[src/rtl/snf_pkg.sv]
package snf_pkg;
  parameter int SAMPLE_W   = 24;
  parameter int RUN_LEN    = 1024;
  parameter int LFSR_W     = 24;
  parameter logic [23:0] LFSR_TAPS = 24'hE10000;  // bits 23,22,21,16
  parameter logic [23:0] LFSR_SEED = 24'hACE1B5;
  parameter int ADDR_W     = 9;
  parameter int DATA_W     = 8;
  parameter int TEST_ADDR  = 511;
  parameter int NOISE_CODE = 7;
endpackage

[src/rtl/snf_run_counter.sv]
module snf_run_counter #(
  parameter int SAMPLE_W = 24,
  parameter int RUN_LEN  = 1024,
  localparam int CNT_W   = $clog2(RUN_LEN + 1)
) (
  input  logic                clk_i,
  input  logic                rst_ni,
  input  logic                stb_i,
  input  logic [SAMPLE_W-1:0] left_i,
  input  logic [SAMPLE_W-1:0] right_i,
  output logic [CNT_W-1:0]    cnt_o,
  output logic                silent_o
);
  localparam logic [CNT_W-1:0] LIMIT = CNT_W'(RUN_LEN);

  logic both_zero;
  logic [CNT_W-1:0] cnt_q, cnt_d;

  assign both_zero = (left_i == '0) && (right_i == '0);

  always_comb begin
    cnt_d = cnt_q;
    if (stb_i) begin
      if (!both_zero)          cnt_d = '0;
      else if (cnt_q != LIMIT) cnt_d = cnt_q + 1'b1;  // saturate at limit
    end
  end

  always_ff @(posedge clk_i or negedge rst_ni) begin
    if (!rst_ni) cnt_q <= '0;
    else         cnt_q <= cnt_d;
  end

  assign cnt_o    = cnt_q;
  assign silent_o = (cnt_q == LIMIT);
endmodule

[src/rtl/snf_lfsr.sv]
module snf_lfsr #(
  parameter int          WIDTH = 24,
  parameter logic [WIDTH-1:0] TAPS = 24'hE10000,
  parameter logic [WIDTH-1:0] SEED = 24'hACE1B5
) (
  input  logic             clk_i,
  input  logic             rst_ni,
  input  logic             tick_i,
  output logic [WIDTH-1:0] state_o,
  output logic             bit_o
);
  logic [WIDTH-1:0] state_q;
  logic             fb;

  assign fb = ^(state_q & TAPS);

  always_ff @(posedge clk_i or negedge rst_ni) begin
    if (!rst_ni)     state_q <= SEED;
    else if (tick_i) state_q <= {state_q[WIDTH-2:0], fb};
  end

  assign state_o = state_q;
  assign bit_o   = state_q[WIDTH-1];
endmodule

[src/rtl/snf_test_reg.sv]
module snf_test_reg #(
  parameter int ADDR_W     = 9,
  parameter int DATA_W     = 8,
  parameter int TEST_ADDR  = 511,
  parameter int NOISE_CODE = 7
) (
  input  logic              clk_i,
  input  logic              rst_ni,
  input  logic              we_i,
  input  logic [ADDR_W-1:0] addr_i,
  input  logic [DATA_W-1:0] wdata_i,
  output logic [DATA_W-1:0] value_o,
  output logic              noise_mode_o
);
  logic [DATA_W-1:0] value_q;
  logic              hit;

  assign hit = we_i && (addr_i == ADDR_W'(TEST_ADDR));

  always_ff @(posedge clk_i or negedge rst_ni) begin
    if (!rst_ni)  value_q <= '0;
    else if (hit) value_q <= wdata_i;
  end

  assign value_o      = value_q;
  assign noise_mode_o = (value_q == DATA_W'(NOISE_CODE));
endmodule

[src/rtl/silence_noise_flag.sv]
module silence_noise_flag
  import snf_pkg::*;
#(
  parameter int SAMPLE_W_P = SAMPLE_W,
  parameter int RUN_LEN_P  = RUN_LEN,
  parameter int ADDR_W_P   = ADDR_W,
  parameter int DATA_W_P   = DATA_W
) (
  input  logic                  clk_i,
  input  logic                  rst_ni,
  input  logic                  frame_stb_i,
  input  logic [SAMPLE_W_P-1:0] left_i,
  input  logic [SAMPLE_W_P-1:0] right_i,
  input  logic                  noise_tick_i,
  input  logic                  reg_we_i,
  input  logic [ADDR_W_P-1:0]   reg_addr_i,
  input  logic [DATA_W_P-1:0]   reg_wdata_i,
  output logic                  flag_o
);
  localparam int CNT_W = $clog2(RUN_LEN_P + 1);

  logic [CNT_W-1:0]    run_cnt;
  logic                silent;
  logic [LFSR_W-1:0]   lfsr_state;
  logic                noise_bit;
  logic [DATA_W_P-1:0] test_val;
  logic                noise_mode;

  snf_run_counter #(.SAMPLE_W(SAMPLE_W_P), .RUN_LEN(RUN_LEN_P)) u_run (
    .clk_i(clk_i), .rst_ni(rst_ni), .stb_i(frame_stb_i),
    .left_i(left_i), .right_i(right_i),
    .cnt_o(run_cnt), .silent_o(silent)
  );

  snf_lfsr #(.WIDTH(LFSR_W), .TAPS(LFSR_TAPS), .SEED(LFSR_SEED)) u_lfsr (
    .clk_i(clk_i), .rst_ni(rst_ni), .tick_i(noise_tick_i),
    .state_o(lfsr_state), .bit_o(noise_bit)
  );

  snf_test_reg #(.ADDR_W(ADDR_W_P), .DATA_W(DATA_W_P),
                 .TEST_ADDR(TEST_ADDR), .NOISE_CODE(NOISE_CODE)) u_treg (
    .clk_i(clk_i), .rst_ni(rst_ni), .we_i(reg_we_i),
    .addr_i(reg_addr_i), .wdata_i(reg_wdata_i),
    .value_o(test_val), .noise_mode_o(noise_mode)
  );

  assign flag_o = noise_mode ? noise_bit : silent;
endmodule

[config.mk]
export PLATFORM = sky130hd
export DESIGN_NAME = silence_noise_flag
export DESIGN_NICKNAME = d
export VERILOG_FILES = /design/src/rtl/snf_pkg.sv /design/src/rtl/snf_run_counter.sv /design/src/rtl/snf_lfsr.sv /design/src/rtl/snf_test_reg.sv /design/src/rtl/silence_noise_flag.sv
export SDC_FILE = /design/constraint.sdc
export NUM_CORES = 1
export LEC_CHECK = 0
export ABC_CLOCK_PERIOD_IN_PS = 1770
export CAP_MARGIN = 10
export CORE_MARGIN = 4
export CORE_UTILIZATION = 60
export CTS_BUF_LIST = sky130_fd_sc_hd__clkbuf_16
export DETAILED_ROUTE_END_ITERATION = 16
export DONT_BUFFER_PORTS = 1
export GPL_TIMING_DRIVEN = 0
export PLACE_DENSITY = 0.76
export RECOVER_POWER = 50
export SETUP_SLACK_MARGIN = 0.05
export SKIP_CTS_REPAIR_TIMING = 1
export SYNTH_ARGS = -nofsm -noshare
export SYNTH_HDL_FRONTEND = slang
export SYNTH_SLANG_ARGS = --single-unit
[constraint.sdc]
create_clock -name clk_i -period 1.77 [get_ports clk_i]
set_clock_uncertainty 0.05 [all_clocks]
set_input_delay 0.0885 -clock clk_i [delete_from_list [all_inputs] [get_ports clk_i]]
set_output_delay 0.0885 -clock clk_i [all_outputs]
set_load 0.01 [all_outputs]
==> metrics <==
outcome=complete, but fails checks; violations in the final reports=hold timing; Max stage delay cell, worst path=dfrtp_1; DRT Pass-1 Iters=4; Die Y=65.7 um; critical path peak fanout=2; Final Max Tran Viols=0; worst supply voltage drop on vdd=0.647 mV; proportion of power drawn by the clock network=34.9%; Flop pwr share=51.2%; PD cells=1260 mW/mm2; Sum Neg Setup Slack=0 ps; count of final setup violators=0; sum of net half-perimeters after detailed placement=3.17 mm; post-synth net total=239; Comb pwr share=13.9%; reg-to-reg setup timing slack=150 ps; clock tree from TritonCTS=yes; count of pins on the block boundary=71; sequential element share of the synthesized area=54.7%; Critical Path End Type=output pin; wire length of the first global-routing pass=6.54 mm; initial antenna violation count=0; RSZ-0062 raised after global routing=no; share of the core filled with cells=75.1%; CP Cell Sequence=nor4_1, nand4_1, mux2i_4; Worst setup SP type=flip-flop; remaining antenna violation count=0; share of total power consumed by net switching=23.4%; synthesis-to-layout area growth=17.6%; maximum capacitance violations=0; Synth warnings=0; Critical R2R Launch=u_run.cnt_o[0]; crit-path max cell delay=380 ps; cell row count=20; via count of the first global-routing pass=1450; worst reg2reg path endpoint=u_run.cnt_o[8]; final routed DRC violation total=0; required time of the critical path=1630 ps; Placed Cells incl. Taps=211; total inserted antenna cells=0; starting utilization of the core area=63.9%; top library cells by usage in the layout, fill and taps aside=30 x mux2_1, 29 x dfrtp_1, 14 x nor4_1, 13 x nand3_1, 13 x dfstp_2; pin slew with the least headroom to its limit=1010 ps; clock-pin slew of the registers on the worst-case setup and hold paths=60 ps; post-synthesis cell area=0.00200 mm2; Floorplan Core Area=0.00313 mm2; Setup CP Type=flip-flop to output pin; count of endpoints failing hold in the final timing report=2; count of input and output buffers=0; terminating pin of the worst hold path=u_run.cnt_o[3]; leakage power=0.944 nW; worst reg-to-reg path cell count=6; Num Clock Sinks=43; overall die width=65.7 um; worst skew pair latency=280 ps; share of post-route cells with drive strength above 1=16.1%; syn avg cell area=12.0 um2; max frequency=598 MHz; number of nets in the layout=257; portion of the clock cycle consumed by the worst path in the final layout=94.5%; internal power=2.26 mW; final standard cell count with taps included and fillers excluded=230; clk root buf=clkbuf_16; arrival time at the worst endpoint=1530 ps; routed vias=1451; number of CTS-inserted buffers=5; Hold Crit Class=primary input to flip-flop; filler cell count=212; global placement routability congestion=0.776; net switching power of the design=0.692 mW; GRT overflow=0; drt via density=6.31; min-delay src=frame_stb_i; largest buffer count on any clock path=2; depth of the CTS H-tree=2; cell depth of the worst min-delay path=2; most common cell after layout, fill and taps aside=mux2_1; crit path time final=1670 ps; per-cell routed wire length=19.6 um; All-Layer GR Usage=20.7%; area enclosed by the die boundary=0.00432 mm2; headroom to the max-slew limit=32.8%; number of instances in the synthesized netlist=167; Iteration-0 DRC Markers=63; minimum hold slack=-11.3 ps; count of unique library cells instantiated by Yosys=27; largest net degree at the start of global routing=44; Yosys reg bits=43; final WL=4.50 mm
## how the worst max path moves through the flow
| stage | startpoint | end | slack, ps | cells after the start |
|---|---|---|---|---|
| 2_1_floorplan | right_i[6] | u_run.cnt_o[0] | 330 | 6 |
| 3_3_place_gp | right_i[12] | u_run.cnt_o[4] | 40 | 5 |
| 3_5_place_dp | right_i[12] | u_run.cnt_o[2] | 2 | 5 |
| 4_1_cts | u_run.cnt_o[2] | flag_o | -140 | 3 |
| 5_1_grt | u_treg.value_o[5] | flag_o | 40 | 3 |
| 6_report | u_treg.value_o[5] | flag_o | 100 | 3 |
## cells in the mapped netlist
cell,instances,share of area [%]
buf_2,1,0.25
ha_1,2,1.3
and3_1,1,0.31
or3_1,1,0.31
o31ai_1,6,2.3
dfrtp_1,30,38
clkbuf_1,4,0.75
nor2_1,5,0.94
o21a_1,1,0.38
inv_1,7,1.3
a32o_1,2,1.0
nand3_1,13,3.3
a21oi_1,1,0.25
mux2_1,30,17
a31oi_1,1,0.31
mux2i_1,3,1.5
o21ai_1,4,1.0
nand4_1,9,2.8
nor3_2,2,1.0
xnor2_1,3,1.3
nand2_1,4,0.75
dfstp_2,13,17
o22ai_1,2,0.63
nor4_1,15,4.7
nor2b_1,4,1.3
nor3_1,2,0.50
a21boi_1,1,0.38
## per-layer routing
| layer | GRT usage (%) | routed length [um] | share of wire (%) |
|---|---|---|---|
| met5 | 0 | 0 | 0 |
| met4 | 9.07 | 71 | 1.6 |
| met3 | 6.15 | 300 | 6.7 |
| met2 | 38.8 | 2530 | 56 |
| met1 | 20.7 | 1590 | 35 |
## state kept, by name, indices dropped and copies added, names as in the netlist
| register | cells |
|---|---|
| u_treg.value_o | 8 |
| u_lfsr.state_o | 24 |
| u_run.cnt_o | 11 |
## kinds of logic (layout without fill, tap and decap cells)
kind of cell,after synthesis,in the layout,synth area share (%)
AO/OA/AOI/OAI,18,18,6.20
AND/OR/NAND/NOR,56,56,15.8
adder cells (fa/ha/maj),2,2,1.25
flip-flops,43,43,54.7
buffers and inverters,12,31,2.32
XOR/XNOR,3,3,1.32
multiplexers,33,33,18.4
## worst max-delay path: cells and delay by family (launching register included)
kind             cells  cell delay [ps]
AND/OR/NAND/NOR      2              610
flip-flops           1              380
multiplexers         1              250
## stage by stage
stage	total power, mW	hold slack (ps)	area [um2]	setup slack (ps)
CTS	2.93	-561	2220	-140
finish	2.96	-11.3	2350	96.7
global route	3.11	4.47	2350	37.6
detailed placement	1.90	-256	2050	1.98
floorplan	1.79	-257	2000	329
global placement	1.84	-256	2050	40.2
## layout make-up
class / instances / area, um2 / area share (%)
Sequential cell: 43 / 1090 / 46.5
Multi-Input combinational cell: 112 / 883 / 37.6
Clock buffer: 5 / 125 / 5.32
Timing Repair Buffer: 11 / 103 / 4.37
Tap cell: 44 / 55.1 / 2.34
Clock inverter: 3 / 43.8 / 1.86
Inverter: 7 / 26.3 / 1.12
Buffer: 5 / 20.0 / 0.852
## power groups by stage
stage	registers [mW]	clock network [mW]	logic [mW]
final	1.51	1.03	0.409
after global routing	1.55	1.11	0.451
after CTS	1.51	1.05	0.370
after detailed placement	1.53	0	0.369
after floorplan	1.47	0	0.313
after global placement	1.51	0	0.338
No activity file was read; power rests on OpenSTA's default activity.
